==> config.mk <==
export PLATFORM = sky130hd
export DESIGN_NAME = sgpm_top
export DESIGN_NICKNAME = d
export VERILOG_FILES = /design/src/rtl/sgpm_pkg.sv /design/src/rtl/sgpm_clkdiv.sv /design/src/rtl/sgpm_sequencer.sv /design/src/rtl/sgpm_datapath.sv /design/src/rtl/sgpm_top.sv
export SDC_FILE = /design/constraint.sdc
export NUM_CORES = 1
export LEC_CHECK = 0
export BUFFER_PORTS_ARGS = -buffer_cell sky130_fd_sc_hd__buf_2
export CORE_ASPECT_RATIO = 1.25
export CORE_UTILIZATION = 40
export CTS_BUF_LIST = sky130_fd_sc_hd__clkbuf_4
export DETAILED_ROUTE_END_ITERATION = 10
export HOLD_SLACK_MARGIN = 0.08
export PLACE_DENSITY_LB_ADDON = 0.05
export SETUP_SLACK_MARGIN = 0.4
export SYNTH_ARGS = -nofsm -noshare
export SYNTH_HDL_FRONTEND = slang
export SYNTH_SLANG_ARGS = --single-unit
==> constraint.sdc <==
create_clock -name clk -period 2.2 [get_ports clk]
set_input_delay 0.11 -clock clk [delete_from_list [all_inputs] [get_ports clk]]
set_output_delay 0.11 -clock clk [all_outputs]
set_load 0.005 [all_outputs]
==> src/rtl/sgpm_pkg.sv <==
package sgpm_pkg;

    localparam int CTRL_W  = 32;
    localparam int EN_BIT  = 0;
    localparam int CNT_LSB = 6;
    localparam int CNT_W   = 5;
    localparam int DIV_LSB = 16;
    localparam int DIV_W   = 16;

    typedef enum logic [1:0] {
        ST_IDLE = 2'd0,
        ST_LOAD = 2'd1,
        ST_LOW  = 2'd2,
        ST_HIGH = 2'd3
    } seq_state_e;

    typedef struct packed {
        logic [DIV_W-1:0] div;
        logic [CNT_W-1:0] groups;
        logic             en;
    } ctrl_t;

    function automatic ctrl_t decode_ctrl(input logic [CTRL_W-1:0] w);
        ctrl_t c;
        c.en     = w[EN_BIT];
        c.groups = w[CNT_LSB +: CNT_W];
        c.div    = w[DIV_LSB +: DIV_W];
        return c;
    endfunction

endpackage

==> src/rtl/sgpm_clkdiv.sv <==
module sgpm_clkdiv
    import sgpm_pkg::*;
(
    input  logic             clk,
    input  logic             rst,
    input  logic             run,
    input  logic [DIV_W-1:0] div,
    output logic             tick
);

    logic [DIV_W-1:0] cnt;

    assign tick = run && (cnt == div);

    always_ff @(posedge clk) begin
        if (rst || !run || tick) begin
            cnt <= '0;
        end else begin
            cnt <= cnt + 1'b1;
        end
    end

    // the half-period counter never passes the latched divider
    a_r3_cnt_bound: assert property (@(posedge clk) disable iff (rst)
        run |-> (cnt <= div));

    // the divider seen by the counter holds for the whole frame
    a_r9_div_hold: assert property (@(posedge clk) disable iff (rst)
        (run && $past(run)) |-> $stable(div));

endmodule

==> src/rtl/sgpm_sequencer.sv <==
module sgpm_sequencer
    import sgpm_pkg::*;
#(
    parameter int MAX_PINS = 64,
    localparam int BI_W    = $clog2(MAX_PINS)
) (
    input  logic             clk,
    input  logic             rst,
    input  ctrl_t            ctrl,
    input  logic             tick,
    output logic             run,
    output logic [DIV_W-1:0] div_q,
    output logic             start,
    output logic             sample,
    output logic             done,
    output logic             shifting,
    output logic             sclk,
    output logic             sload,
    output logic [BI_W-1:0]  bit_idx
);

    localparam int PW = CNT_W + 3;
    localparam logic [PW-1:0] MAXP = PW'(MAX_PINS);

    seq_state_e      state;
    logic            half;
    logic [PW-1:0]   req_pins;
    logic [PW-1:0]   npins;
    logic [BI_W-1:0] first_idx;

    always_comb begin
        req_pins  = {ctrl.groups, 3'b000};
        npins     = (req_pins > MAXP) ? MAXP : req_pins;
        first_idx = BI_W'(npins - 1'b1);
    end

    assign start    = (state == ST_IDLE) && ctrl.en && (ctrl.groups != '0);
    assign run      = (state != ST_IDLE);
    assign sample   = (state == ST_LOW) && tick;
    assign done     = (state == ST_HIGH) && tick && (bit_idx == '0);
    assign shifting = (state == ST_LOW) || (state == ST_HIGH);
    assign sclk     = (state == ST_HIGH);
    assign sload    = (state == ST_LOAD);

    always_ff @(posedge clk) begin
        if (rst) begin
            state   <= ST_IDLE;
            div_q   <= '0;
            bit_idx <= '0;
            half    <= 1'b0;
        end else begin
            unique case (state)
                ST_IDLE: begin
                    if (start) begin
                        state   <= ST_LOAD;
                        div_q   <= ctrl.div;
                        bit_idx <= first_idx;
                        half    <= 1'b0;
                    end
                end
                ST_LOAD: begin
                    if (tick) begin
                        if (half) state <= ST_LOW;
                        else      half  <= 1'b1;
                    end
                end
                ST_LOW: begin
                    if (tick) state <= ST_HIGH;
                end
                ST_HIGH: begin
                    if (tick) begin
                        if (bit_idx == '0) begin
                            state <= ST_IDLE;
                        end else begin
                            bit_idx <= bit_idx - 1'b1;
                            state   <= ST_LOW;
                        end
                    end
                end
                default: state <= ST_IDLE;
            endcase
        end
    end

    // without enable the engine stays idle
    a_r8_idle_hold: assert property (@(posedge clk) disable iff (rst)
        (state == ST_IDLE && !ctrl.en) |=> (state == ST_IDLE));

    // the clock low half only ends on a divider tick
    a_r5_low_hold: assert property (@(posedge clk) disable iff (rst)
        (state == ST_LOW && !tick) |=> (state == ST_LOW));

endmodule

==> src/rtl/sgpm_datapath.sv <==
module sgpm_datapath #(
    parameter int MAX_PINS = 64,
    localparam int BI_W    = $clog2(MAX_PINS)
) (
    input  logic                clk,
    input  logic                rst,
    input  logic                start,
    input  logic                sample,
    input  logic                done,
    input  logic                shifting,
    input  logic [BI_W-1:0]     bit_idx,
    input  logic [MAX_PINS-1:0] out_word,
    input  logic                sdin,
    output logic                sdout,
    output logic [MAX_PINS-1:0] out_rdata,
    output logic [MAX_PINS-1:0] in_data,
    output logic                frame_done
);

    logic [MAX_PINS-1:0] cap;

    assign sdout = shifting && out_rdata[bit_idx];

    always_ff @(posedge clk) begin
        if (rst) begin
            out_rdata  <= '0;
            cap        <= '0;
            in_data    <= '0;
            frame_done <= 1'b0;
        end else begin
            frame_done <= done;
            if (start) begin
                out_rdata <= out_word;
                cap       <= '0;
            end else if (sample) begin
                cap[bit_idx] <= sdin;
            end
            if (done) in_data <= cap;
        end
    end

    // captured word moves only with the end-of-frame strobe
    a_r6_in_hold: assert property (@(posedge clk) disable iff (rst)
        !done |=> $stable(in_data));

    // completion pulse lasts one cycle
    a_r6_done_pulse: assert property (@(posedge clk) disable iff (rst)
        frame_done |=> !frame_done);

    // driven-word copy changes only at frame start
    a_r7_rdata_hold: assert property (@(posedge clk) disable iff (rst)
        !start |=> $stable(out_rdata));

endmodule

==> src/rtl/sgpm_top.sv <==
module sgpm_top
    import sgpm_pkg::*;
#(
    parameter int MAX_PINS = 64
) (
    input  logic                clk,
    input  logic                rst,
    input  logic                ctrl_wr,
    input  logic [31:0]         ctrl_wdata,
    input  logic                out_wr,
    input  logic [MAX_PINS-1:0] out_wdata,
    output logic [MAX_PINS-1:0] out_rdata,
    output logic [MAX_PINS-1:0] in_data,
    output logic                frame_done,
    output logic                sclk,
    output logic                sload,
    output logic                sdout,
    input  logic                sdin
);

    localparam int BI_W = $clog2(MAX_PINS);

    ctrl_t               ctrl_q;
    logic [MAX_PINS-1:0] out_q;
    logic                ctrl_unused;
    logic                tick, run, start, sample, done, shifting;
    logic [DIV_W-1:0]    div_q;
    logic [BI_W-1:0]     bit_idx;

    assign ctrl_unused = ^{ctrl_wdata[CNT_LSB-1:EN_BIT+1], ctrl_wdata[DIV_LSB-1:CNT_LSB+CNT_W]};

    always_ff @(posedge clk) begin
        if (rst) begin
            ctrl_q <= '0;
            out_q  <= '0;
        end else begin
            if (ctrl_wr) ctrl_q <= decode_ctrl(ctrl_wdata);
            if (out_wr)  out_q  <= out_wdata;
        end
    end

    sgpm_clkdiv u_div (
        .clk  (clk),
        .rst  (rst),
        .run  (run),
        .div  (div_q),
        .tick (tick)
    );

    sgpm_sequencer #(.MAX_PINS(MAX_PINS)) u_seq (
        .clk      (clk),
        .rst      (rst),
        .ctrl     (ctrl_q),
        .tick     (tick),
        .run      (run),
        .div_q    (div_q),
        .start    (start),
        .sample   (sample),
        .done     (done),
        .shifting (shifting),
        .sclk     (sclk),
        .sload    (sload),
        .bit_idx  (bit_idx)
    );

    sgpm_datapath #(.MAX_PINS(MAX_PINS)) u_dp (
        .clk        (clk),
        .rst        (rst),
        .start      (start),
        .sample     (sample),
        .done       (done),
        .shifting   (shifting),
        .bit_idx    (bit_idx),
        .out_word   (out_q),
        .sdin       (sdin),
        .sdout      (sdout),
        .out_rdata  (out_rdata),
        .in_data    (in_data),
        .frame_done (frame_done)
    );

endmodule

After elaboration in Yosys (flattened, before gate mapping)
Cells that the tools add are included.
{"block": "op_classes", "add_sub_neg": 3, "n_lt_le_gt_ge": 3, "n_eq_ne": 10, "n_mux": 20, "reduce_logical": 23}
{"operator": "64-bit bitwise mux", "count": 1}
{"operator": "6-bit 2-to-1 mux", "count": 4}
{"operator": "16-bit by 1-bit adder with 16-bit output, second input constant", "count": 1}
{"operator": "16-bit equality test", "count": 1}
{"operator": "2-bit 2-to-1 mux", "count": 6}
{"operator": "6-bit case mux with 2 select lines", "count": 1}
{"operator": "6-bit by 1-bit subtractor with 6-bit output, second input constant", "count": 2}
{"operator": "8-bit by 7-bit > comparator with 1-bit output, second input constant", "count": 1}
{"operator": "1-bit logical AND", "count": 8}
{"operator": "2-bit case mux with 4 select lines", "count": 1}
{"operator": "6-bit by 7-bit less-than comparator with 1-bit output, second input constant", "count": 1}
{"operator": "1-bit binary-select mux with 6-bit select", "count": 1}
{"operator": "1-bit demux with 6-bit select", "count": 1}
{"operator": "6-bit by 1-bit greater-or-equal comparator with 1-bit output, second input constant", "count": 1}
{"operator": "6-bit logical NOT", "count": 1}
{"operator": "2-bit by 1-bit inequality test with 1-bit output, second input constant", "count": 3}
{"operator": "2-bit inequality test, second input constant", "count": 3}
{"operator": "2-bit nonzero test", "count": 3}
{"operator": "5-bit AND reduction", "count": 1}
{"operator": "5-bit nonzero test", "count": 1}
{"operator": "2-bit equality test, second input constant", "count": 2}
{"operator": "1-bit 2-to-1 mux", "count": 4}
{"operator": "4-bit AND reduction", "count": 1}
{"operator": "1-bit logical OR", "count": 3}
{"operator": "7 further kinds", "count": 7}
{"block": "totals", "reg_bits": 320, "in_bits": 101, "wordCells": 72}

Depth between registers and ports, before layout
{"block": "logic_depth", "word_depth": 5, "depth_mapped": 9}

Hierarchy
From an unflattened synthesis, not the netlist that was laid out.
{"block": "unflattened", "cells_unflattened": 1339, "hier_area_um2": 12787.3}
{"module": "sgpm_datapath", "n_inst": 1, "cells_per_inst": 812, "area_per_inst_um2": 7664.9, "seq_area_each_um2": 3863.7}
{"module": "sgpm_top", "n_inst": 1, "cells_per_inst": 278, "area_per_inst_um2": 3079.2, "seq_area_each_um2": 1721.7}
{"module": "sgpm_sequencer", "n_inst": 1, "cells_per_inst": 151, "area_per_inst_um2": 1184.9, "seq_area_each_um2": 500.5}
{"module": "sgpm_clkdiv", "n_inst": 1, "cells_per_inst": 98, "area_per_inst_um2": 858.3, "seq_area_each_um2": 320.3}

Worst setup path before layout
OpenSTA, ideal clock, no wires.
{"block": "synth_path", "kind": "flip-flop to flip-flop", "from": "register u_div.cnt[11]", "to": "register u_dp.cap[0]", "setup_time_ns": 0.128, "arrival_ns": 1.685, "t_required_ns": 2.072, "setup_slack_ns": 0.387, "path_stages_with_launch": 8, "period_less_slack_ns": 1.813, "cell_sequence": "dfxtp_1 -> xnor2_2 -> and4_4 -> nand2b_1 -> buf_6 -> or4_4 -> mux2i_1 -> nor2_1"}
{"block": "synth_between", "elab_chain_cells": 3}
{"item": "start: declaration", "line": "sgpm_clkdiv.sv:11", "source": "logic [DIV_W-1:0] cnt;"}
{"item": "start signal: assignment", "line": "sgpm_clkdiv.sv:19", "source": "cnt <= cnt + 1'b1;"}
{"item": "16-bit equality test", "line": "sgpm_clkdiv.sv:13", "source": "assign tick = run && (cnt == div);"}
{"item": "1-bit logical AND", "line": "sgpm_clkdiv.sv:13"}
{"item": "1-bit logical AND", "line": "sgpm_sequencer.sv:39", "source": "assign sample = (state == ST_LOW) && tick;"}
{"item": "end signal: indexed assignment", "line": "sgpm_datapath.sv:36", "source": "cap[bit_idx] <= sdin;"}
{"item": "end: declaration", "line": "sgpm_datapath.sv:20", "source": "logic [MAX_PINS-1:0] cap;"}
No other way between the ends.
A chain may end at the register's enable or synchronous reset.

Worst setup path in the final report
{"block": "layout_path", "from": "register u_seq.bit_idx[1]", "to": "output port sdout"}
{"block": "layout_between", "elab_chain_cells": 3}
{"item": "start: declaration", "line": "sgpm_sequencer.sv:19", "source": "output logic [BI_W-1:0] bit_idx"}
{"item": "start signal: assignment", "line": "sgpm_sequencer.sv:57", "source": "bit_idx <= first_idx;"}
{"item": "start signal: assignment", "line": "sgpm_sequencer.sv:75", "source": "bit_idx <= bit_idx - 1'b1;"}
{"item": "1-bit binary-select mux with 6-bit select", "line": "sgpm_datapath.sv:22", "source": "assign sdout = shifting && out_rdata[bit_idx];"}
{"item": "1-bit 2-to-1 mux (not written as such)", "line": "sgpm_datapath.sv:22"}
{"item": "1-bit logical AND", "line": "sgpm_datapath.sv:22"}
{"item": "end: declaration", "line": "sgpm_top.sv:17", "source": "output logic sdout,"}
No other way between the ends. The select of a mux whose other input is x is not followed.

==> flow_summary_export.csv <==
group,metric,value,unit
timing,timing.final.crit_share,125,%
cells_and_area,drive_gt1_share,26.6,%
detailed_routing,drt-wirelength-per-cell,16.5,um
die,ioPinCount,233,
pwr,power.density,710,nW/um2
die,core_area,31800,um2
die,start_util,40.5,%
synth,synthCells,1483,
clock_tree,cts_tree,"built",
timing,fin_skew,29.5,ps
die,num_rows,73,
cells_and_area,instances_no_fill,2382,
synth,yosysUniqueCellTypes,69,
detailed_routing,postRouteAntennaNets,0,
global_routing,grt_pass1_vias,11700,
pwr,p_leak,0.00708,uW
status,violations,"setup timing",
pwr,p_total,12500,uW
worst_setup_path,crit_type,"register to output pin",
global_routing,grt_max_degree,119,
detailed_routing,totalWireLength,39200,um
clock_tree,cts_made_buffers,83,
detailed_routing,first_iter_violations,630,
die,die_w,163,um
global_routing,track_usage,23.7,%
synth,seq_area_frac_synth,49.7,%
synth,yosys-top-cells-area,"dfxtp_1 50%, nand2_1 9.1%, a21oi_1 8.2%",
synth,synth_edf_count,0,
worst_setup_path,worstPathArrival,2650,ps
detailed_routing,first_pass_iters,5,
synth,syn-num-nets,1586,
clock_tree,htree_levels,3,
global_routing,grt_overflow,0,
clock_tree,numClockSinks,320,
place,dpl.hpwl,25300,um
place,numPortBuffers,222,
pwr,ir_drop,0.000447,V
global_routing,grt_pass1_wl,62200,um
worst_setup_path,startpoint_type,"register",
clock_tree,clockBufferDepth,3,
timing,timing.fmax,363,MHz
timing,timing.final.crit_period,2760,ps
timing,hold-worst-slack,155,ps
cells_and_area,area_growth,36.4,%
timing,setup_viol,71,
worst_setup_path,required,2090,ps
run,drv_cap,0,
synth,syn-cell-area,12900,um2
clock_tree,cts_root_buf,"clkbuf_4",
timing,setup_ws,-558,ps
die,fp.dieH,203,um
global_routing,antenna_found_initial,2,
detailed_routing,drc,0,
place,gp_congestion,0.791,
timing,relSlewSlack,41.3,%
synth,async_flop_share,0,%
synth,synthMostInstantiatedCell,"dfxtp_1",
worst_hold_path,min_path_type,"input port to register",
status,outcome,"finished, violations left",
die,die_area,32900,um2
clock_tree,clock_latency,720,ps
synth,yosys_register_bits,320,
detailed_routing,num_vias,12000,
synth,yosysWarningCount,0,
synth,synth_top_area_cell,"dfxtp_1",
place,placed_cells,2079,
detailed_routing,viasPerCell,5.04,
worst_setup_path,end_kind,"output pin",
synth,syn_area_per_cell,8.69,um2
cells_and_area,nNetsFinal,2020,
timing,report.final.slew_viol_count,0,
timing,worst_pin_slew,880,ps
synth,synth_top_area_share,49.7,%
timing,tns,-6490,ps
worst_setup_path,critPathMaxFanout,7,
timing,rsz0062_at_grt,"true",
synth,synth_ff_type,"dfxtp_1",
clock_tree,path_clk_slew,70,ps
timing,report.final.hold_viol_count,0,
synth,synth_common_cells,"320 x dfxtp_1, 312 x nand2_1, 212 x a21oi_1, 120 x nor2_1, 96 x mux2i_1",
[layout make-up]
type	instances	area, um2
Antenna cell	4	10.0
Clock buffer	123	923
Clock inverter	11	68.8
Fill cell	3039	14200
Inverter	8	30.0
Multi-Input combinational cell	1046	6120
Sequential cell	320	6440
Tap cell	412	515
Timing Repair Buffer	458	3480
[sequential cells by signal (all words and copies together), names as in the netlist]
register / count
out_q: 64
u_dp.cap: 64
u_dp.in_data: 64
u_dp.out_rdata: 64
ctrl_q: 22
u_div.cnt: 16
u_seq.div_q: 16
u_seq.bit_idx: 6
u_seq.state: 2
u_dp.frame_done: 1
u_seq.half: 1
[critical path, stage by stage (launching register included)]
cell and delay [ps]:
dfxtp_4 420, buf_6 140, mux2_2 340, a221oi_2 220
a21oi_1 70, o21ai_1 120, nand2_1 60, o41a_1 400
buf_2 150
[metal layers]
metal	up-vias	GRT usage (%)	routed length, um
met1	5636	29.3	16500
met3	49	5.25	2310
li1	5995	-	-
met2	331	40.4	19700
met4	0	8.28	735
met5	-	0	0
[cell usage in the layout, fill, tap and decap left out, drive strengths merged, types with 4 or more instances in the layout]
cell type,count
nor2b,6
o21ai,72
a21oi,214
o22ai,6
nand2b,6
or2,5
dlygate4sd3,164
and2,6
dfxtp,320
o211ai,4
mux2i,96
diode,4
and3,6
clkbuf,123
mux4,6
clkinv,7
mux2,5
buf,294
xor2,10
a221oi,6
nand3,64
nand2,313
nor3,4
nor2,122
a22oi,5
nand4,27
xnor2,21
inv,11
nor4,10
[kinds of logic (layout without fill, tap and decap cells)]
family	Yosys count	in the layout	share of synthesized area, %
fa+ha+maj	2	2	0.194
other cells	0	4	0
flops	320	320	49.7
xor+xnor	31	31	2.34
simple gates	583	583	20.6
compound gates	323	323	13.8
buf+inv	117	600	4.49
mux	107	107	8.94
[stage by stage]
step / setup slack (ps) / cell area, um2 / util, %
2_1_floorplan: 404 / 12900 / -
4_1_cts: -629 / 17400 / 54.6
6_report: -558 / 17600 / 55.3
5_1_grt: -732 / 17600 / 55.3
3_3_place_gp: -75.3 / 14700 / 46.1
3_5_place_dp: -112 / 14700 / 46.1
[where the power goes]
group,switching [uW],leakage (uW),internal [uW]
sequential,115,0.00261,5930
combinational,786,0.00386,692
clock,2320,0.000611,2640
total,3220,0.00708,9260
[worst paths after layout]
kind	startpoint	end	slack, ps	cells past startpoint
max	u_seq.bit_idx[1]	sdout	-560	8
min	out_wdata[58]	out_q[58]	160	4
min reg2reg	out_q[38]	u_dp.out_rdata[38]	440	2
max reg2reg	u_seq.bit_idx[1]	u_dp.in_data[39]	-120	7
[what timing repair did]
item	4_1_cts	5_1_grt
pin swaps	4	51
hold endpoints to repair	182	0
endpoints found under the setup margin	235	241
setup buffers	0	1
hold buffers	164	0
resized for setup	23	56
(Power assumes the default switching activity.)
